<file path="src/rtl/sc_clk_pkg.sv">
package sc_clk_pkg;

    typedef enum logic [1:0] {
        SRC_SYS_A = 2'd0,
        SRC_SYS_B = 2'd1,
        SRC_AUX0  = 2'd2,
        SRC_AUX1  = 2'd3
    } src_sel_e;

    localparam int NUM_SRC = 4;

    typedef struct packed {
        logic [1:0] cnt;
        logic       gap;
        src_sel_e   sel;
    } phase_st_t;

    // Count 3 is the late half of the second phase.
    function automatic logic late_half(input logic [1:0] c);
        return c == 2'd3;
    endfunction

    // Counts 1 and 3 sit just before a window change.
    function automatic logic at_window_end(input logic [1:0] c);
        return c[0];
    endfunction

endpackage

</file>
<file path="src/rtl/sc_aux_pick.sv">
module sc_aux_pick #(
    parameter int NDIG  = 8,
    parameter int SEL_W = 3
) (
    input  logic [NDIG-1:0]  dig_pulse,
    input  logic [SEL_W-1:0] idx,
    output logic             aux_pulse
);
    always_comb begin
        aux_pulse = 1'b0;
        for (int k = 0; k < NDIG; k++) begin
            if (idx == SEL_W'(k)) aux_pulse = dig_pulse[k];
        end
    end
endmodule

</file>
<file path="src/rtl/sc_col_phase.sv">
module sc_col_phase
    import sc_clk_pkg::*;
(
    input  logic               clk,
    input  logic               rst,
    input  logic [NUM_SRC-1:0] src_pulses,
    input  logic [1:0]         sel_in,
    input  logic               drive_en,
    input  logic               full_phase,
    input  logic               sh_bypass,
    output logic               phi1,
    output logic               phi2,
    output logic               bus_drive
);
    phase_st_t st_q, st_d;
    logic      pulse;

    assign pulse = src_pulses[st_q.sel];

    always_comb begin
        st_d     = st_q;
        st_d.gap = 1'b0;
        if (pulse) begin
            st_d.cnt = st_q.cnt + 2'd1;
            st_d.gap = at_window_end(st_q.cnt);
            if (late_half(st_q.cnt)) st_d.sel = src_sel_e'(sel_in);
        end
    end

    always_ff @(posedge clk) begin
        if (rst) begin
            st_q.cnt <= 2'd0;
            st_q.gap <= 1'b1;
            st_q.sel <= src_sel_e'(sel_in);
        end else begin
            st_q <= st_d;
        end
    end

    assign phi1      = !st_q.gap && !st_q.cnt[1];
    assign phi2      = !st_q.gap &&  st_q.cnt[1];
    assign bus_drive = drive_en && phi2 &&
                       (late_half(st_q.cnt) || full_phase || sh_bypass);


    phase_overlap_chk: assert property (@(posedge clk) disable iff (rst)
        !(phi1 && phi2));

    gap_after_phi1_chk: assert property (@(posedge clk) disable iff (rst)
        phi1 && !phi2 |=> !phi2);

    gap_after_phi2_chk: assert property (@(posedge clk) disable iff (rst)
        phi2 |=> !phi1);

    drive_inside_phi2_chk: assert property (@(posedge clk) disable iff (rst)
        bus_drive |-> phi2 && drive_en);

    drive_late_half_chk: assert property (@(posedge clk) disable iff (rst)
        bus_drive && !full_phase && !sh_bypass |-> st_q.cnt == 2'd3);

    sel_hold_chk: assert property (@(posedge clk) disable iff (rst)
        !(pulse && st_q.cnt == 2'd3) |=> $stable(st_q.sel));

    reset_quiet_chk: assert property (@(posedge clk)
        rst |=> !phi1 && !phi2 && !bus_drive);
endmodule

</file>
<file path="src/rtl/sc_col_clkgen.sv">
module sc_col_clkgen
    import sc_clk_pkg::*;
#(
    parameter int NCOL = 4,
    parameter int NDIG = 8,
    localparam int ASEL_W = (NDIG > 1) ? $clog2(NDIG) : 1
) (
    input  logic                 clk,
    input  logic                 rst,
    input  logic                 sys_a_pulse,
    input  logic                 sys_b_pulse,
    input  logic [NDIG-1:0]      dig_pulse,
    input  logic [ASEL_W-1:0]    aux0_idx,
    input  logic [ASEL_W-1:0]    aux1_idx,
    input  logic [2*NCOL-1:0]    col_src_sel,
    input  logic [NCOL-1:0]      col_drive_en,
    input  logic [NCOL-1:0]      col_full_phase,
    input  logic                 sh_bypass,
    output logic [NCOL-1:0]      phi1,
    output logic [NCOL-1:0]      phi2,
    output logic [NCOL-1:0]      bus_drive
);
    logic               aux0_pulse, aux1_pulse;
    logic [NUM_SRC-1:0] src_pulses;

    sc_aux_pick #(.NDIG(NDIG), .SEL_W(ASEL_W)) u_aux0 (
        .dig_pulse(dig_pulse), .idx(aux0_idx), .aux_pulse(aux0_pulse));
    sc_aux_pick #(.NDIG(NDIG), .SEL_W(ASEL_W)) u_aux1 (
        .dig_pulse(dig_pulse), .idx(aux1_idx), .aux_pulse(aux1_pulse));

    assign src_pulses = {aux1_pulse, aux0_pulse, sys_b_pulse, sys_a_pulse};

    for (genvar c = 0; c < NCOL; c++) begin : g_col
        sc_col_phase u_col (
            .clk       (clk),
            .rst       (rst),
            .src_pulses(src_pulses),
            .sel_in    (col_src_sel[2*c +: 2]),
            .drive_en  (col_drive_en[c]),
            .full_phase(col_full_phase[c]),
            .sh_bypass (sh_bypass),
            .phi1      (phi1[c]),
            .phi2      (phi2[c]),
            .bus_drive (bus_drive[c])
        );
    end


    aux_source_chk: assert property (@(posedge clk) disable iff (rst)
        (aux0_pulse || aux1_pulse) |-> |dig_pulse);
endmodule

</file>
<file path="config.mk">
export PLATFORM = sky130hd
export DESIGN_NAME = sc_col_clkgen
export DESIGN_NICKNAME = d
export VERILOG_FILES = /design/src/rtl/sc_clk_pkg.sv /design/src/rtl/sc_aux_pick.sv /design/src/rtl/sc_col_phase.sv /design/src/rtl/sc_col_clkgen.sv
export SDC_FILE = /design/constraint.sdc
export NUM_CORES = 1
export LEC_CHECK = 0
export BUFFER_PORTS_ARGS = -buffer_cell sky130_fd_sc_hd__buf_4
export CAP_MARGIN = 20
export CELL_PAD_IN_SITES_DETAIL_PLACEMENT = 1
export CELL_PAD_IN_SITES_GLOBAL_PLACEMENT = 1
export CORE_MARGIN = 2
export CORE_UTILIZATION = 38
export CTS_BUF_LIST = sky130_fd_sc_hd__clkbuf_4 sky130_fd_sc_hd__clkbuf_8 sky130_fd_sc_hd__clkbuf_16
export CTS_CLUSTER_SIZE = 8
export DETAILED_ROUTE_END_ITERATION = 6
export PLACE_DENSITY_LB_ADDON = 0.12
export SYNTH_ARGS = -nofsm -noshare
export SYNTH_HDL_FRONTEND = slang
export SYNTH_SLANG_ARGS = --single-unit
</file>
<file path="constraint.sdc">
create_clock -name clk -period 2.3 [get_ports clk]
set_clock_uncertainty 0.1 [all_clocks]
set_input_delay 0.23 -clock clk [delete_from_list [all_inputs] [get_ports clk]]
set_output_delay 0.23 -clock clk [all_outputs]
set_load 0.05 [all_outputs]
</file>
* Yosys cells after proc, flatten, opt, wreduce, memory -nomap -nowiden
Index checks and enable logic that the tools add are counted.
** Cells by class
- Equal/unequal tests :: 18
- Mux-type cells :: 36
- Add/subtract/negate cells :: 4
- Magnitude comparators :: 4
- Reductions and logical operators :: 46
** Operators with widths (number)
- 3-bit equality test (second input constant) :: 8
- 1-bit 2-to-1 mux :: 20
- 1-bit logical AND :: 16
- 2-bit 2-to-1 mux :: 8
- 2-bit nonzero test :: 8
- 3-bit by 2-bit equality test with 1-bit output (second input constant) :: 4
- 2-bit by 3-bit less-than comparator with 1-bit output (second input constant) :: 4
- 3-bit 2-to-1 mux :: 4
- 2-bit by 1-bit adder with 2-bit output (second input constant) :: 4
- 1-bit binary-select mux with 2-bit select :: 4
- 2-bit equality test (second input constant) :: 4
- 1-bit zero test :: 8
- 1-bit logical OR :: 8
- 2-bit AND reduction :: 4
- 3-bit by 1-bit equality test with 1-bit output (second input constant) :: 2
- 3-bit zero test :: 2
** Word-level totals
- Logic and storage cells :: 120
- Bits of input ports :: 35
- Output and inout port bits :: 12
- Flip-flop bits (word level) :: 20

* Longest topological paths before layout
Gate-level depths: netlist of the first run.
- Depth in word-level cells :: 13
- Mapped depth :: 6
- Mapped depth without buffers :: 5

* Cells and area by module
From an unflattened synthesis of the first run, not the netlist that was laid out.
** Second synthesis, totals
- Cells, all modules :: 82
- Area, all modules :: 1068.5 um2
** Modules (own cells, without submodules)
- sc_col_phase :: area each 235.2 um2, sequential area each 120.1 um2, times used 4, cells each 19
- sc_aux_pick :: area each 63.8 um2, sequential area each 0.0 um2, times used 2, cells each 3

* Worst setup path after synthesis of the first run
OpenSTA, ideal clock, no wires.
- Kind :: input to register
- From :: in aux1_idx[0]
- To :: reg g_col[0].u_col.st_q[0] in the netlist's numbering, enable pin
- Path buffers :: 0
- Arrival :: 1.474 ns
- Required time :: 1.956 ns
- Library setup time :: 0.244 ns
- Stages :: 5
- Path slack :: 0.481 ns
- Path through :: mux4_1 -> mux2i_1 -> and3_1 -> a311oi_4 -> a21o_2
** Between the ends
- Longest elaborated chain between the ends :: 13
- Elaborated cells on any way between the ends :: 20
- Those cells by class :: eq/ne: 7; mux: 10; reduce/logical: 3
** RTL lines
- start: declaration :: line sc_col_clkgen.sv:14 : input logic [ASEL_W-1:0] aux1_idx,
- 3-bit zero test :: line sc_aux_pick.sv:12 : if (idx == SEL_W'(k)) aux_pulse = dig_pulse[k];
- 1-bit 2-to-1 mux (7 in a row) :: line sc_aux_pick.sv:12
- 1-bit 2-to-1 mux * :: line sc_aux_pick.sv:12
- 1-bit binary-select mux with 2-bit select * :: line sc_col_phase.sv:18 : assign pulse = src_pulses[st_q.sel];
- 1-bit 2-to-1 mux (implied by the code) * :: line sc_col_phase.sv:18
- 2-bit nonzero test (no source line) *
- 2-bit AND reduction (no source line) *
- end signal: assignment :: line sc_col_phase.sv:36 : st_q <= st_d;
- end: declaration :: line sc_col_phase.sv:15 : phase_st_t st_q, st_d;
Mark *: on every way between the ends. The rest lies on a longest branch, timed or not. The select of a mux whose other input is x is not followed.
A chain may end at the register's enable or synchronous reset.

* Worst setup path in the final report of the first run
- From :: in aux1_idx[2]
- To :: reg g_col[3].u_col.st_q[1] in the netlist's numbering, enable pin
** Between the ends
- Longest elaborated chain between the ends :: 13
- Elaborated cells on any way between the ends :: 20
- Those cells by class :: eq/ne: 7; mux: 10; reduce/logical: 3
** RTL lines (line)
- 3-bit zero test :: sc_aux_pick.sv:12
- 1-bit 2-to-1 mux (7 in a row) :: sc_aux_pick.sv:12
- 1-bit 2-to-1 mux * :: sc_aux_pick.sv:12
- 1-bit binary-select mux with 2-bit select * :: sc_col_phase.sv:18
- 1-bit 2-to-1 mux (implied by the code) * :: sc_col_phase.sv:18
- 2-bit nonzero test (no source line) *
- 2-bit AND reduction (no source line) *
- end signal: assignment :: sc_col_phase.sv:36
- end: declaration :: sc_col_phase.sv:15
Marked as above.

==> results of run 1 <==
## where the power goes
part,total (mW),internal (mW),switching [mW]
clock network,0.246,0.133,0.113
registers,0.466,0.422,0.0448
logic,0.398,0.186,0.212
total,1.11,0.740,0.370
## per-layer routing
| layer | track usage | part of all wire | vias up |
|---|---|---|---|
| li1 | - | - | 517 |
| met1 | 0.184 | 0.42 | 508 |
| met2 | 0.310 | 0.54 | 17 |
| met3 | 0.0365 | 0.031 | 2 |
| met4 | 0.0319 | 0.0047 | 0 |
| met5 | 0 | 0 | - |
## worst max-delay path by stage
| stage | endpoint | cells past startpoint | startpoint | slack (ns) |
|---|---|---|---|---|
| finish | g_col[3].u_col.st_q[1] | 6 | aux1_idx[2] | 0.50 |
| global route | g_col[1].u_col.st_q[0] | 6 | aux1_idx[2] | 0.37 |
| CTS | g_col[1].u_col.st_q[0] | 6 | aux1_idx[2] | 0.50 |
| detailed placement | g_col[0].u_col.st_q[0] | 6 | aux1_idx[2] | 0.17 |
| global placement | g_col[3].u_col.st_q[0] | 6 | aux1_idx[0] | 0.19 |
| floorplan | g_col[0].u_col.st_q[0] | 5 | aux1_idx[0] | 0.48 |
## kinds of logic after synthesis
family	after synthesis
AND/OR/NAND/NOR	38
adder cells (fa/ha/maj)	4
buffers and inverters	20
multiplexers	15
flip-flops	20
AO/OA/AOI/OAI	28
## cell type report
class | instances | area [um2]
clock buffer | 4 | 47.5
inverter | 4 | 15.0
multi-input combinational | 85 | 786
fill | 390 | 1680
tap | 46 | 57.6
timing repair buffer | 46 | 345
sequential | 20 | 480
## metrics by stage
step | total power [mW] | util
2_1_floorplan | 0.775 | -
3_3_place_gp | 0.858 | 0.493
3_5_place_dp | 0.876 | 0.493
4_1_cts | 1.13 | 0.507
5_1_grt | 1.18 | 0.507
6_report | 1.11 | 0.507
## cells in the mapped netlist (all sizes together)
cell type  number
a211oi          4
a21o            8
dfxtp          12
and3            4
a311oi          4
ha              4
o21a            8
buf            13
nand3           1
mux2i           9
edfxtp          8
nand3b          2
clkbuf          3
mux2            4
nor2b          12
nand2           1
nor2            9
mux4            2
nand2b          8
o311a           4
inv             4
nand4           1
==> flow_summary_export.csv, run 1 <==
group,metric,value,unit
power_and_ir_drop,p_leak,0.803,nW
worst_hold_path,hold_path.class,"in2reg",
critical_path,reg2reg_depth,3,
timing,max_slew_margin,0.713,
synth,synthTopCellsByArea,"dfxtp_1 17%, edfxtp_1 17%, a311oi_4 7.6%, buf_4 7.0%, mux2i_1 6.5%",
detailed_routing,vias_per_cell,5.09,
run,cap_violations,0,
timing,fin_ws,0.504,ns
synth,synth.avg_cell_area,11.1,um2
critical_path,required,2.28,ns
critical_path,cp.arrival,1.77,ns
timing,rsz0062_at_grt,"no",
floorplanning,coreArea,3420,um2
place,dpl.cell_count,201,
place,post-place-ws,0.170,ns
critical_path,slowest_delay,0.55,ns
final_layout,largest_reg_flops,20,
floorplanning,initial_utilization,0.407,
detailed_routing,vias,1044,
clock_network,tritoncts,"done",
grt,overflow,0,
detailed_routing,drt.antenna.violating_nets,0,
final_layout,area_growth,24.6,%
grt,grt_max_degree,33,
synth,yosysTopAreaCellShare,0.173,
synth,synthMuxAreaShare,0.146,
grt,grt_pass1_wl,5170,um
detailed_routing,routed_wl,3180,um
detailed_routing,first_pass_iters,4,
final_layout,final_common_cell,"buf_4",
synth,syn_nets,164,
clock_network,clock_sinks,20,
floorplanning,rows,21,
critical_path,critPathTopFamily,"multiplexers",
final_layout,top_regs,"g_col.u_col.st_q: 20 flops",
synth,yosys.area_share.simple,0.166,
run_status,status,"finished clean",
timing,finalSetupTns,0,ns
worst_hold_path,hp-start,"col_src_sel[7]",
synth,yosys_warnings,0,
critical_path,crit_path_end_kind,"flop",
critical_path,reg2reg_to,"g_col[3].u_col.st_q[1]",
timing,period_share,0.781,
final_layout,layout.nets,199,
grt,antenna_found_initial,0,
clock_network,clkLatencyLatePin,0.30,ns
critical_path,cp_max_fo,6,
clock_network,root_buffer,"clkbuf_4",
synth,synth_fa_ha_area_frac,0.0360,
power_and_ir_drop,irDropWorstVdd,341,uV
critical_path,startpoint_type,"primary input",
power_and_ir_drop,power.density,641,nW/um2
place,dpl.hpwl,2570,um
clock_network,cts_setup_buffers,0,
critical_path,cp.buffers_inverters,1,
final_layout,final_layout_size_suffix_gt1_frac,0.415,
place,gp_congestion,0.727,
synth,synth_top_cell_by_area,"dfxtp_1",
floorplanning,die_w,64.5,um
clock_network,clk_pin_slew,0.12,ns
synth,synth.cell_area,1390,um2
synth,synth-xor-area-share,0,
clock_network,postCtsHoldBufs,0,
detailed_routing,wl_per_cell,15.5,um
critical_path,crit_chain,"buf_4 > mux4_1 > mux2i_1 > and3_1 > a311oi_4 > a21o_2",
detailed_routing,drc,0,
critical_path,rrSetupSlack,0.59,ns
timing,drv_slew,0,
synth,synth_seq_cells,20,
detailed_routing,drtIter0Drc,31,
timing,period_needed,1.80,ns
final_layout,final_area,1730,um2
clock_network,cts_buffer_depth,2,
clock_network,ctsResizeCount,0,
critical_path,worstSetupPathType,"in2reg",
timing,fmax,557,MHz
synth,synth_compound_area_frac,0.218,
timing,max_slew.worst_pin.slew,0.430,ns
timing,hold_viol_final,0,
final_layout,final_cell_mix,"46 x buf_4, 12 x nor2b_1, 12 x dfxtp_1, 9 x mux2i_1, 9 x nor2_1",
synth,synth_cell_type_count,24,
final_layout,antennaDiodeCount,0,
final_layout,top_register,"g_col.u_col.st_q",
timing,finalSetupViolations,0,
place,io_buffers,46,
timing,hold_slack,0.105,ns
floorplanning,die_y,64.5,um
worst_hold_path,hold_path_depth,2,
worst_hold_path,hold-path-endpoint,"g_col[3].u_col.st_q[1]",
clock_network,cts_buffers,3,
grt,grtUsageTotal,0.162,
synth,ys_seq_area_frac,0.346,
place,dpl_cell_area,1680,um2
grt,grt_pass1_vias,1086,
final_layout,instances_no_fill,205,
critical_path,timing.rr.start,"g_col[3].u_col.st_q[1]",
floorplanning,die_area,4160,um2
critical_path,slowest_stage,"mux4_1",
synth,synth_top_family_by_area,"compound AO/OA/AOI/OAI gates",
synth,syn_inst,125,
clock_network,cts-htree-levels,1,
floorplanning,ioPinCount,47,
Note: power is estimated with default switching activity, not from simulation.
==> run 2: changes to the inputs <==
- clock period: 2.3 -> 1.85 ns (I/O delays scaled with it)
==> run 2 against run 1 <==
  * Cell area grew 2.0%
  * Worst hold slack lost 0.066 ns
  * Wire length shrank 4.0%
  * Die area is the same
  * Total power grew 31%
  * Core utilization grew 1.0 points
  * Critical path depth shrank 3
==> flow_summary_export.csv, run 2 (synthesized netlist as in run 1, its figures left out) <==
group,metric,value,unit
place,io_buffers,46,
clock_network,tritoncts,"done",
final_layout,top_register,"g_col.u_col.st_q",
final_layout,layout.nets,203,
grt,grt_util_met2,0.285,
critical_path,startpoint_type,"flop",
place,gp_congestion,0.695,
clock_network,postCtsHoldBufs,0,
final_layout,final_common_cell,"buf_4",
power_and_ir_drop,p_int,990,uW
clock_network,clkLatencyLatePin,0.32,ns
final_layout,final_layout_size_suffix_gt1_frac,0.429,
timing,period_needed,1.76,ns
floorplanning,die_area,4160,um2
critical_path,reg2reg_depth,3,
critical_path,rrSetupSlack,0.17,ns
critical_path,crit_path_end_kind,"output port",
critical_path,slowest_stage,"dfxtp_1",
run_status,status,"finished clean",
final_layout,regArea,480,um2
floorplanning,rows,21,
power_and_ir_drop,p_leak,0.824,nW
final_layout,area_growth,27.1,%
critical_path,cp.arrival,1.48,ns
timing,max_slew.worst_pin.slew,0.421,ns
timing,rsz0062_at_grt,"no",
grt,grt_max_degree,33,
run,cap_violations,0,
timing,finalSetupTns,0,ns
critical_path,cp.depth,3,
detailed_routing,vias,1049,
place,dpl.hpwl,2480,um
clock_network,clk_pin_slew,0.13,ns
critical_path,cp_max_fo,4,
timing,hold_viol_final,0,
detailed_routing,drc,0,
floorplanning,coreArea,3420,um2
grt,grt_pass1_vias,1088,
power_and_ir_drop,p_switching,467,uW
clock_network,ctsResizeCount,0,
floorplanning,initial_utilization,0.407,
clock_network,cts_buffer_depth,2,
power_and_ir_drop,p_clk_frac,0.253,
timing,drv_slew,0,
floorplanning,die_w,64.5,um
power_and_ir_drop,power.density,825,nW/um2
clock_network,root_buffer,"clkbuf_4",
critical_path,required,1.56,ns
power_and_ir_drop,switching_share,0.321,
power_and_ir_drop,pwr-share-comb,0.350,
grt,antenna_found_initial,0,
floorplanning,ioPinCount,47,
detailed_routing,routed_wl,3050,um
detailed_routing,wl_per_cell,14.6,um
critical_path,crit_end,"bus_drive[0]",
final_layout,final_cell_mix,"50 x buf_4, 12 x nor2b_1, 12 x dfxtp_1, 9 x mux2i_1, 9 x nor2_1",
critical_path,critPathTopFamily,"flip-flops",
critical_path,reg2reg_to,"g_col[1].u_col.st_q[0]",
grt,grtUsageTotal,0.160,
grt,busiest_layer,"met2",
critical_path,timing.rr.start,"g_col[1].u_col.st_q[1]",
grt,met3_usage,0.0434,
power_and_ir_drop,report.power.total,1.46,mW
critical_path,slowest_delay,0.36,ns
worst_hold_path,hold_path.class,"in2reg",
detailed_routing,first_pass_iters,3,
detailed_routing,drt.antenna.violating_nets,0,
power_and_ir_drop,sequentialPowerShare,0.397,
timing,period_share,0.952,
timing,fmax,568,MHz
floorplanning,die_y,64.5,um
critical_path,critPathLaunch,"g_col[0].u_col.st_q[3]",
final_layout,largest_reg_flops,20,
grt,overflow,0,
detailed_routing,drtIter0Drc,19,
critical_path,crit_chain,"ha_1 > o311a_1 > buf_4",
final_layout,antennaDiodeCount,0,
grt,gr-usage-met1,0.191,
final_layout,top_regs,"g_col.u_col.st_q: 20 flops",
final_layout,fillers,388,
clock_network,cts-htree-levels,1,
grt,grt_pass1_wl,5120,um
critical_path,cp.buffers_inverters,1,
clock_network,clock_sinks,20,
final_layout,multi_input_area,786,um2
timing,max_slew_margin,0.718,
power_and_ir_drop,irDropWorstVdd,487,uV
clock_network,cts_setup_buffers,0,
detailed_routing,vias_per_cell,5.02,
clock_network,cts_buffers,3,
critical_path,worstSetupPathType,"reg2out",
timing,finalSetupViolations,0,
-- run 2: changes by cell type in the layout (fill, tap and decap cells not counted), sizes merged --
cell	change
bufinv	+1
clkbuf	-1
buf	+4
-- run 2: per-stage QoR --
stage               setup slack (ns)  cell area [um2]  hold slack, ns   util  cells
detailed placement            -0.200             1710           0.375  0.502    205
finish                        0.0889             1770          0.0386  0.517    209
global route                  0.0155             1770          0.0282  0.517    209
global placement              -0.175             1710           0.370  0.502    205
floorplan                     0.0764             1390           0.279      -    125
CTS                           0.0750             1770          0.0301  0.517    209
-- run 2: worst register-to-register path, stage by stage (launching register included) --
cell and delay, ns:
edfxtp_1 0.47, and3_1 0.23, a311oi_4 0.41, a21o_2 0.22
-- run 2: final cells by class --
class / instances / share of cell area
Timing Repair Buffer: 50 / 0.212
Sequential cell: 20 / 0.272
Tap cell: 46 / 0.0326
Inverter: 4 / 0.00850
Clock inverter: 1 / 0.0170
Clock buffer: 3 / 0.0127
Multi-Input combinational cell: 85 / 0.445
-- run 2: routing by layer --
layer,routed length [um],part of all wire
met4,29,0.0095
met5,0,0
met1,1260,0.41
met3,128,0.042
met2,1630,0.53
-- run 2: how the worst min path moves through the flow --
stage	cells after the start	startpoint	end	slack [ns]
4_1_cts	2	col_src_sel[3]	g_col[1].u_col.st_q[1]	0.03
6_report	2	col_src_sel[3]	g_col[1].u_col.st_q[1]	0.04
3_5_place_dp	2	col_src_sel[7]	g_col[3].u_col.st_q[1]	0.37
5_1_grt	2	col_src_sel[0]	g_col[0].u_col.st_q[0]	0.03
3_3_place_gp	2	col_src_sel[7]	g_col[3].u_col.st_q[1]	0.37
2_1_floorplan	1	col_src_sel[0]	g_col[0].u_col.st_q[0]	0.28
-- run 2: power groups by stage --
stage / Clock, mW / Sequential, mW / Combinational [mW]
after floorplan: 0 / 0.575 / 0.388
after global placement: 0 / 0.586 / 0.499
after detailed placement: 0 / 0.590 / 0.516
after CTS: 0.380 / 0.580 / 0.519
after global routing: 0.404 / 0.588 / 0.559
final: 0.369 / 0.578 / 0.510
